<file path="config.mk">
export PLATFORM = sky130hd
export DESIGN_NAME = ctrl_phase_tracker
export DESIGN_NICKNAME = d
export VERILOG_FILES = /design/src/rtl/ctrl_phase_pkg.sv /design/src/rtl/cpt_hdr_decode.sv /design/src/rtl/cpt_phase_fsm.sv /design/src/rtl/cpt_addr_reg.sv /design/src/rtl/ctrl_phase_tracker.sv
export SDC_FILE = /design/constraint.sdc
export NUM_CORES = 1
export LEC_CHECK = 0
export ABC_AREA = 1
export CORE_MARGIN = 2
export CORE_UTILIZATION = 29
export CTS_CLUSTER_SIZE = 40
export DETAILED_ROUTE_END_ITERATION = 16
export HOLD_SLACK_MARGIN = 0.02
export MAX_ROUTING_LAYER = met4
export PLACE_DENSITY = 0.82
export SLEW_MARGIN = 15
export SYNTH_ARGS = -nofsm -noshare
export SYNTH_HDL_FRONTEND = slang
export SYNTH_SLANG_ARGS = --single-unit
</file>
<file path="constraint.sdc">
create_clock -name clk -period 1.4 [get_ports clk]
set_clock_uncertainty 0.05 [all_clocks]
set_input_delay 0.21 -clock clk [delete_from_list [all_inputs] [get_ports clk]]
set_output_delay 0.21 -clock clk [all_outputs]
set_load 0.02 [all_outputs]
</file>
<file path="src/rtl/ctrl_phase_pkg.sv">
package ctrl_phase_pkg;

   typedef enum logic [1:0] {
      PH_WAIT_SETUP    = 2'd0,
      PH_WAIT_ACK      = 2'd1,
      PH_WAIT_DATA     = 2'd2,
      PH_WAIT_DATA_ACK = 2'd3
   } ctl_phase_e;

   localparam logic [7:0] REQTYPE_STD_DEV = 8'h00;
   localparam logic [7:0] REQCODE_SET_ADR = 8'd5;

endpackage

</file>
<file path="src/rtl/cpt_hdr_decode.sv">
module cpt_hdr_decode #(
   parameter int ADDR_W = 7,
   parameter int LEN_W  = 16
) (
   input  logic [7:0]        req_type,
   input  logic [7:0]        req_code,
   input  logic [ADDR_W-1:0] req_value,
   input  logic [LEN_W-1:0]  req_length,
   output logic              has_data,
   output logic              is_set_addr,
   output logic [ADDR_W-1:0] new_addr
);
   import ctrl_phase_pkg::*;

   localparam int LEN_BYTES = (LEN_W + 7) / 8;

   logic [LEN_BYTES-1:0] byte_nz;

   // The length field is scanned byte by byte: the stage has data if any byte is nonzero.
   for (genvar b = 0; b < LEN_BYTES; b++) begin : g_len_byte
      localparam int HI = ((b + 1) * 8 > LEN_W) ? LEN_W - 1 : (b * 8 + 7);
      assign byte_nz[b] = |req_length[HI:b*8];
   end

   always_comb begin
      has_data    = |byte_nz;
      is_set_addr = (req_type == REQTYPE_STD_DEV) && (req_code == REQCODE_SET_ADR);
      new_addr    = req_value;
   end

endmodule

</file>
<file path="src/rtl/cpt_phase_fsm.sv">
module cpt_phase_fsm (
   input  logic       clk,
   input  logic       rst_n,
   input  logic       bus_reset,
   input  logic       setup_ok,
   input  logic       setup_spur,
   input  logic       has_data,
   input  logic       done,
   input  logic       done_zero,
   output logic [1:0] phase,
   output logic       err_pulse,
   output logic       rearm_req
);
   import ctrl_phase_pkg::*;

   ctl_phase_e cur_q;

   assign phase = cur_q;

   always_ff @(posedge clk or negedge rst_n) begin
      if (!rst_n) begin
         cur_q     <= PH_WAIT_SETUP;
         err_pulse <= 1'b0;
         rearm_req <= 1'b0;
      end else begin
         err_pulse <= 1'b0;
         rearm_req <= 1'b0;
         if (bus_reset) begin
            cur_q     <= PH_WAIT_SETUP;
            rearm_req <= 1'b1;
         end else if (setup_spur) begin
            rearm_req <= 1'b1;
         end else if (setup_ok) begin
            if (cur_q == PH_WAIT_SETUP)
               cur_q <= has_data ? PH_WAIT_DATA_ACK : PH_WAIT_ACK;
         end else if (done) begin
            unique case (cur_q)
               PH_WAIT_SETUP: err_pulse <= 1'b1;
               PH_WAIT_DATA_ACK: cur_q <= done_zero ? PH_WAIT_DATA : PH_WAIT_ACK;
               PH_WAIT_ACK: begin
                  if (done_zero) begin
                     cur_q     <= PH_WAIT_SETUP;
                     rearm_req <= 1'b1;
                  end else begin
                     err_pulse <= 1'b1;
                  end
               end
               PH_WAIT_DATA: begin
                  if (!done_zero) begin
                     cur_q     <= PH_WAIT_SETUP;
                     rearm_req <= 1'b1;
                  end else begin
                     err_pulse <= 1'b1;
                  end
               end
               default: cur_q <= PH_WAIT_SETUP;
            endcase
         end
      end
   end

endmodule

</file>
<file path="src/rtl/cpt_addr_reg.sv">
module cpt_addr_reg #(
   parameter int ADDR_W = 7
) (
   input  logic              clk,
   input  logic              rst_n,
   input  logic              bus_reset,
   input  logic              load,
   input  logic [ADDR_W-1:0] load_val,
   output logic [ADDR_W-1:0] dev_addr,
   output logic              addr_we
);

   always_ff @(posedge clk or negedge rst_n) begin
      if (!rst_n) begin
         dev_addr <= '0;
         addr_we  <= 1'b0;
      end else begin
         addr_we <= 1'b0;
         if (bus_reset) begin
            dev_addr <= '0;
         end else if (load) begin
            dev_addr <= load_val;
            addr_we  <= 1'b1;
         end
      end
   end

endmodule

</file>
<file path="src/rtl/ctrl_phase_tracker.sv">
module ctrl_phase_tracker #(
   parameter int ADDR_W     = 7,
   parameter int CNT_W      = 7,
   parameter int SETUP_AREA = 64
) (
   input  logic              clk,
   input  logic              rst_n,
   input  logic              bus_reset,
   input  logic              setup_valid,
   input  logic [7:0]        setup_type,
   input  logic [7:0]        setup_code,
   input  logic [ADDR_W-1:0] setup_value,
   input  logic [15:0]       setup_length,
   input  logic [CNT_W-1:0]  rx_remaining,
   input  logic              xfer_done,
   input  logic              xfer_zero_len,
   output logic [1:0]        phase,
   output logic              err_pulse,
   output logic              rearm_req,
   output logic              addr_we,
   output logic [ADDR_W-1:0] dev_addr
);

   localparam int LEN_W = 16;

   initial begin
      if (ADDR_W < 1 || ADDR_W > 16)
         $error("ctrl_phase_tracker: ADDR_W must be 1..16");
      if ((1 << CNT_W) <= SETUP_AREA)
         $error("ctrl_phase_tracker: CNT_W too narrow for the setup receive area");
   end

   logic              rx_idle;
   logic              setup_ok;
   logic              setup_spur;
   logic              has_data;
   logic              is_set_addr;
   logic [ADDR_W-1:0] new_addr;

   assign rx_idle    = (rx_remaining == '0);
   assign setup_ok   = setup_valid && rx_idle;
   assign setup_spur = setup_valid && !rx_idle;

   cpt_hdr_decode #(.ADDR_W(ADDR_W), .LEN_W(LEN_W)) u_dec (
      .req_type    (setup_type),
      .req_code    (setup_code),
      .req_value   (setup_value),
      .req_length  (setup_length),
      .has_data    (has_data),
      .is_set_addr (is_set_addr),
      .new_addr    (new_addr)
   );

   cpt_phase_fsm u_fsm (
      .clk        (clk),
      .rst_n      (rst_n),
      .bus_reset  (bus_reset),
      .setup_ok   (setup_ok),
      .setup_spur (setup_spur),
      .has_data   (has_data),
      .done       (xfer_done),
      .done_zero  (xfer_zero_len),
      .phase      (phase),
      .err_pulse  (err_pulse),
      .rearm_req  (rearm_req)
   );

   cpt_addr_reg #(.ADDR_W(ADDR_W)) u_addr (
      .clk       (clk),
      .rst_n     (rst_n),
      .bus_reset (bus_reset),
      .load      (setup_ok && is_set_addr),
      .load_val  (new_addr),
      .dev_addr  (dev_addr),
      .addr_we   (addr_we)
   );

endmodule

</file>
[Word level (Yosys, flattened, before mapping)]
Index checks and enable logic that the tools add are counted.
Storage, ports and cells
  flip-flop bits (word level): 12
  input port bits: 52
  output and inout bits: 12
  word-level logic and storage cells: 52
Cells by class
  eq/ne operators: 8
  muxes and demuxes: 26
  reduce and logical (&&, ||, !) cells: 13
Operators by type and width (number)
  $mux W2: 9
  $reduce_or A16 Y1: 1
  $mux W7: 2
  $mux W1: 12
  $eq A8 B3 Y1 const B: 1
  $logic_not A8 Y1: 1
  $ne A4 B4 Y1 const B: 2
  $logic_not A7 Y1: 1
  $pmux W2 S3: 1
  $reduce_and A6 Y1: 1
  $reduce_bool A5 Y1: 1
  $eq A2 B2 Y1 const B: 2
  $logic_and A1 B1 Y1: 4
  $ne A3 B2 Y1 const B: 1
  $pmux W1 S3: 1
  $reduce_bool A3 Y1: 1
  $eq A2 B1 Y1 const B: 1
  $logic_not A2 Y1: 1
  $ne A2 B2 Y1 const B: 1
  $pmux W1 S2: 1
  $reduce_bool A2 Y1: 1
  $logic_not A1 Y1: 1

[Depth between registers and ports, before layout]
Gate-level depths: netlist of the first run.
  depth after elaboration: 6
  gate-level depth with buffers: 10
  depth with buffers taken out: 10

[By module]
From an unflattened synthesis of the first run, not the netlist that was laid out.
Unflattened totals
  cells, all modules: 159
  area, all modules: 980.9 um2
By module, submodules not included
  cpt_phase_fsm: times used 1, cells an instance 58, area each 364.1 um2, sequential area each 100.1 um2
  cpt_addr_reg: times used 1, cells an instance 34, area each 321.6 um2, sequential area each 200.2 um2
  cpt_hdr_decode: times used 1, cells an instance 51, area each 217.7 um2, sequential area each 0.0 um2
  ctrl_phase_tracker: times used 1, cells an instance 16, area each 77.6 um2, sequential area each 0.0 um2

[Least setup slack after synthesis of the first run]
OpenSTA, ideal clock, no wires.
  path kind: register to register
  start: reg u_fsm.cur_q[0] (netlist: u_fsm.phase[0])
  end: reg u_fsm.cur_q[0] (netlist: u_fsm.phase[0])
  library setup time: 0.117 ns
  arrival: 1.497 ns
  required time: 1.233 ns
  setup slack: -0.264 ns
  cell stages (with the launch flop): 8
  path buffers: 0
  clock period less this slack: 1.664 ns
  cell sequence: dfrtp_1 inv_1 ha_1 or2_2 nand4_1 o21ai_2 nor2_1 nor2_1
On the way
  cells in the longest elaborated chain, start to end: 6
  elaborated cells between the ends (all ways): 14
  classes of those cells: 6 x eq/ne; 5 x mux; 3 x reduce/logical
Ends and longest elaborated chain
  from (decl): RTL line cpt_phase_fsm.sv:16  | ctl_phase_e cur_q;
  from (signal assigned): RTL line cpt_phase_fsm.sv:35  | cur_q <= has_data ? PH_WAIT_DATA_ACK : PH_WAIT_ACK;
  from (signal assigned): RTL line cpt_phase_fsm.sv:39  | PH_WAIT_DATA_ACK: cur_q <= done_zero ? PH_WAIT_DATA : PH_WAIT_ACK;
  $eq A2 B2 Y1 / $eq A2 B1 Y1 (equally long branches): RTL line cpt_phase_fsm.sv:37  | unique case (cur_q)
  $pmux W2 S3: RTL line cpt_phase_fsm.sv:37
  $mux W2: RTL line cpt_phase_fsm.sv:36  | end else if (done) begin
  $mux W2: RTL line cpt_phase_fsm.sv:33  | end else if (setup_ok) begin
  $mux W2: RTL line cpt_phase_fsm.sv:31  | end else if (setup_spur) begin
  $mux W2: RTL line cpt_phase_fsm.sv:28  | if (bus_reset) begin
Parallel ways exist; a longest one is shown, timed or not. The select of a mux whose other input is x is not followed.
A chain may end at the register's enable or synchronous reset.

[Worst setup path after layout of the first run]
  start: reg u_fsm.cur_q[0] (netlist: u_fsm.phase[0])
  end: reg u_fsm.cur_q[1] (netlist: u_fsm.phase[1])
Same word-level chain as after synthesis.

==> results.txt, run 1 <==
PnR Total Power = 0.000856 W
CTS max path bufs = 2
Final Hold Vio Count = 0
Diodes inserted = 0
Final Non-Filler Cells = 223
Via count = 992
Avg Inst Size Synth = 6.90 um^2
FF-to-FF End = u_fsm.phase[1]
Clk sink count = 12
Seq cells post-synth = 12
Synth top area share = 37.5%
Hold slack = 225 ps
Max VDD drop = 0.364 mV
Fmax achieved = 660 MHz
CTS clk-pin slew, worst paths = 80 ps
Area of placed instances = 1530 um^2
Synth Instances = 116
CTS H-tree lvls = 1
Worst r2r path cells = 10
All-layer global routing usage = 15.5%
Violated checks = setup timing
Clk root buf = clkbuf_4
Most frequent cells in the layout = clkdlybuf4s50_1, nand2_1, nor2_1, inv_1, buf_4
Worst r2r src = u_fsm.phase[0]
Die Width = 56.5 um
Critical Path Fanout Max = 5
Final Worst Setup Slack = -115 ps
Row cnt = 19
Layout cells sized above 1 = 15.6%
Starting DRT DRC Count = 43
Vias in the first global route = 979
Max_cap viols = 0
Post-synth design cell area = 801 um^2
IO Pins = 64
Worst hold path class = in -> async
Clk Latency, worst-skew pair = 280 ps
CTS tree = done
Routed wire length = 2450 um
Area Growth Syn to Fin = 97.2%
Critical Path AT = 1640 ps
Sequential share of the synthesized area = 37.5%
Final ANT Viol Nets = 0
DR vias/cell = 4.45
Final min period = 1520 ps
Critical path class = reg -> reg
Fill cell count = 244
DR pass1 iterations = 4
Area contributors post-synth = dfrtp_1, nand2_1, nor2_1, inv_1, ha_1
Placed Cells incl. Taps = 215
Worst-margin pin slew = 541 ps
PD cells = 542 nW/um^2
Netlist cell types = 21
Die Y = 56.5 um
Yosys warns = 0
Most common cell after layout, fill and taps aside = clkdlybuf4s50_1
Gr ovfl total = 0
R2R Setup Slk = -120 ps
Post-route cell area = 1580 um^2
DRC = 0
Post-synth top area cell = dfrtp_1
Largest net degree at the start of global routing = 13
Core Area = 2690 um^2
Final Max Tran Viols = 0
CP startpoint kind = flop
Initial Util = 29.8%
PortBufs = 63
Slew margin rel. = 63.8%
Final #Nets = 249
Initial antenna violation count = 0
LEAKAGE = 0.785 nW
DPL Wire Length = 1930 um
Global-route wire length before repair = 3940 um
Final Setup Violations = 3
Period utilization = 108%
Gpl congestion = 0.823
Run status = complete, but fails checks
Routed length per placed instance = 11.0 um
Sum of negative setup slack = -207 ps
RSZ-0062 raised after global routing = true
Worst path required time = 1530 ps
Synth Net Count = 172
TritonCTS buffer count = 3
Die ar. = 3200 um^2
Crit end category = flop
==> cells by family (layout without fill, tap and decap cells) <==
group / after synthesis / after routing / synth area share, %
AO/OA/AOI/OAI: 7 / 7 / 5.94
adder cells (fa/ha/maj): 4 / 4 / 6.25
flip-flops: 12 / 12 / 37.5
buffers and inverters: 17 / 93 / 8.12
AND/OR/NAND/NOR: 76 / 76 / 42.2
==> worst max-delay path: stages (launching register included) <==
cell     delay [ps]
dfrtp_2         420
inv_2            60
ha_1            220
inv_1            70
nand2_1          60
o21ai_1          80
nand4_1         130
o21ai_2         120
nand2_1          90
nand2_1          70
nor2_1           40
==> flip-flops by register name, summed over array words and instances, names as in the netlist <==
signal,flops
u_addr.dev_addr,7
u_fsm.phase,2
u_addr.addr_we,1
u_fsm.err_pulse,1
u_fsm.rearm_req,1
==> layout make-up <==
type | count | area, um^2 | share of cell area, %
tap | 31 | 38.8 | 2.46
timing repair buffer | 73 | 688 | 43.6
sequential | 12 | 303 | 19.2
multi-input combinational | 87 | 450 | 28.5
clock buffer | 4 | 36.3 | 2.30
inverter | 16 | 62.6 | 3.96
==> routing by layer <==
metal	part of all wire, %	wire, um	GRT usage [%]	vias to the layer above
met4	1.1	27	4.42	0
met5	0	0	-	-
li1	-	-	-	504
met2	56	1370	30.2	42
met3	6.0	147	1.84	5
met1	37	904	16.1	441
==> synth_stat cells, drive strengths merged <==
cell type  instances
a211oi             1
o21a               1
o2111ai            1
nand4              2
nand3              2
dfrtp             12
ha                 4
nand2             43
nor3               1
or2                1
nor2              27
buf                1
inv               16
a21oi              1
o21ai              3
==> per-stage QoR <==
stage | util, % | setup slack (ps)
floorplan | - | -49.8
global placement | 56.9 | -203
detailed placement | 56.9 | -267
CTS | 57.9 | -99.3
global route | 58.8 | -191
finish | 58.8 | -115
==> power breakdown <==
part | leakage, nW | internal (W) | total (W) | switching [W]
clock network | 0.0210 | 0.000158 | 0.000284 | 0.000125
logic | 0.604 | 0.000151 | 0.000222 | 0.0000706
registers | 0.160 | 0.000349 | 0.000351 | 0.00000143
total | 0.785 | 0.000659 | 0.000856 | 0.000197
==> timing repair <==
| action | CTS | global route |
|---|---|---|
| endpoints found under the setup margin | 14 | 10 |
| resized for setup | 14 | 4 |
| endpoints found under the hold margin | 0 | 0 |
| hold buffers | 0 | 0 |
| pin swaps | 2 | 1 |
| setup buffers | 1 | 3 |
==> how the worst max path moves through the flow <==
stage / slack, ps / start / end / depth (start not counted)
final: -120 / u_fsm.phase[0] / u_fsm.phase[1] / 10
after global routing: -190 / u_fsm.phase[1] / u_fsm.phase[1] / 8
after CTS: -100 / u_fsm.phase[1] / u_fsm.phase[1] / 8
after detailed placement: -270 / setup_code[3] / u_addr.dev_addr[6] / 9
after global placement: -200 / rx_remaining[3] / u_addr.dev_addr[6] / 9
after floorplan: -50 / u_fsm.phase[1] / u_fsm.phase[0] / 7
(Power assumes the default switching activity.)
==> run 2: changes to the inputs <==
Settings changed: CELL_PAD_IN_SITES_DETAIL_PLACEMENT from default to 1, CELL_PAD_IN_SITES_GLOBAL_PLACEMENT from default to 2, CORE_UTILIZATION 29 to 13, PLACE_DENSITY 0.82 to 0.79.
==> results.txt, run 2 (synthesized netlist as in run 1, its figures left out) <==
Biggest cell delay along the critical path = 450 ps
RSZ-0062 raised after global routing = true
CTS H-tree lvls = 1
CTS max path bufs = 2
Slew margin rel. = 64.5%
Largest register by flop count = u_addr.dev_addr
Gr ovfl total = 0
Row cnt = 28
Largest net degree at the start of global routing = 13
Slowest cell on the critical path = dfrtp_2
PD cells = 567 nW/um^2
Fmax achieved = 689 MHz
Initial Util = 13.5%
Most frequent cells in the layout = clkdlybuf4s50_1, nand2_1, nor2_1, inv_1, buf_4
CP startpoint kind = flop
Violated checks = setup timing
Critical Path Fanout Max = 5
Gpl congestion = 0.666
Post-layout util = 28.2%
Final ANT Viol Nets = 0
Clk sink count = 12
LEAKAGE = 0.797 nW
Routed wire length = 2530 um
Run status = complete, but fails checks
CTS tree = done
Worst path required time = 1510 ps
Crit path cell chain = inv_4 > ha_4 > or2_4 > nand4_1 > o21ai_2 > nand2_1 > nand2_1 > nor2_1
Final min period = 1450 ps
Crit end category = flop
Routed length per placed instance = 9.43 um
Core Area = 5920 um^2
Most common cell after layout, fill and taps aside = clkdlybuf4s50_1
Die ar. = 6800 um^2
Initial antenna violation count = 0
Clk Latency, worst-skew pair = 230 ps
Max VDD drop = 0.271 mV
Period utilization = 104%
TritonCTS buffer count = 3
Final #Nets = 250
Critical Path AT = 1560 ps
DPL Wire Length = 2210 um
Final Hold Vio Count = 0
CTS clk-pin slew, worst paths = 50 ps
Final Worst Setup Slack = -51.8 ps
DR vias/cell = 3.64
PortBufs = 63
Vias in the first global route = 965
Max_cap viols = 0
Hold slack = 270 ps
Max FFs per register = 7
Final Max Tran Viols = 0
Clk root buf = clkbuf_8
Layout cells sized above 1 = 16.6%
Final Setup Violations = 2
Clock power frac = 39.4%
Combinational fraction of design power = 23.4%
Die Y = 82.5 um
DR pass1 iterations = 4
Via count = 976
Starting DRT DRC Count = 14
Net Sw Frac = 20.6%
Area Growth Syn to Fin = 108%
Diodes inserted = 0
Placed Cells incl. Taps = 262
Critical path class = reg -> reg
IO Pins = 64
All-layer global routing usage = 7.59%
NetSw = 0.000195 W
Worst-margin pin slew = 531 ps
Critical path's top delay family = simple AND/OR/NAND/NOR gates
Critical path's most frequent cell = nand2_1
Final Non-Filler Cells = 268
CP bufs+invs = 1
Die Width = 82.5 um
Global-route wire length before repair = 3970 um
Internal = 0.000751 W
Worst hold path class = in -> async
DRC = 0
Flop pwr share = 37.2%
[run 2: cell count changes in the layout (fill, tap and decap cells not counted)]
cell | previous run | this run
o21ai_0 | 1 | 0
o21ai_2 | 1 | 2
nor2_2 | 0 | 1
clkdlybuf4s15_1 | 0 | 1
nor2_1 | 25 | 24
clkbuf_4 | 3 | 0
clkbuf_8 | 1 | 4
[run 2: power by group through the flow]
stage	Combinational [W]	Clock, W	Sequential, W
after floorplan	0.0000462	0	0.000362
after global placement	0.000221	0	0.000358
after detailed placement	0.000225	0	0.000358
after CTS	0.000224	0.000387	0.000351
after global routing	0.000243	0.000409	0.000352
final	0.000221	0.000373	0.000352
[run 2: layout make-up]
| class | count | area [um^2] |
|---|---|---|
| timing repair buffer | 74 | 698 |
| multi-input combinational | 87 | 457 |
| tap | 75 | 93.8 |
| fill | 732 | 4250 |
| sequential | 12 | 303 |
| inverter | 16 | 62.6 |
| clock buffer | 4 | 55.1 |
[run 2: timing repair]
action	CTS	global route
hold buffers	0	0
pin swaps	4	4
gates resized for setup	15	3
setup endpoints to repair	21	9
setup buffers	1	1
[run 2: final timing paths]
kind                                           end               start  slack, ps  cells after the start
worst max-delay path                u_fsm.phase[0]      u_fsm.phase[1]        -50                      8
worst min-delay path            u_addr.dev_addr[4]               rst_n        270                      1
worst max register to register      u_fsm.phase[0]      u_fsm.phase[1]        -50                      8
worst min register to register  u_addr.dev_addr[5]  u_addr.dev_addr[5]        410                      2
max in group asynchronous           u_fsm.phase[0]               rst_n        640                      1
min in group clk                u_addr.dev_addr[5]  u_addr.dev_addr[5]        410                      2
[run 2: stage by stage]
step | setup WS (ps) | area, um^2 | power (W) | setup TNS, ps
after global placement | -245 | 1610 | 0.000579 | -2010
after floorplan | -49.8 | 818 | 0.000408 | -90.4
final | -51.8 | 1670 | 0.000946 | -97.3
after CTS | -97.8 | 1660 | 0.000962 | -181
after detailed placement | -372 | 1610 | 0.000583 | -2940
after global routing | -146 | 1670 | 0.00100 | -769
[run 2: metal layers]
metal	up-vias	GRT usage, %	part of all wire, %
met5	-	-	0
li1	507	-	-
met1	434	8.14	39
met3	0	1.09	7.8
met4	0	2.50	0
met2	35	14.2	53
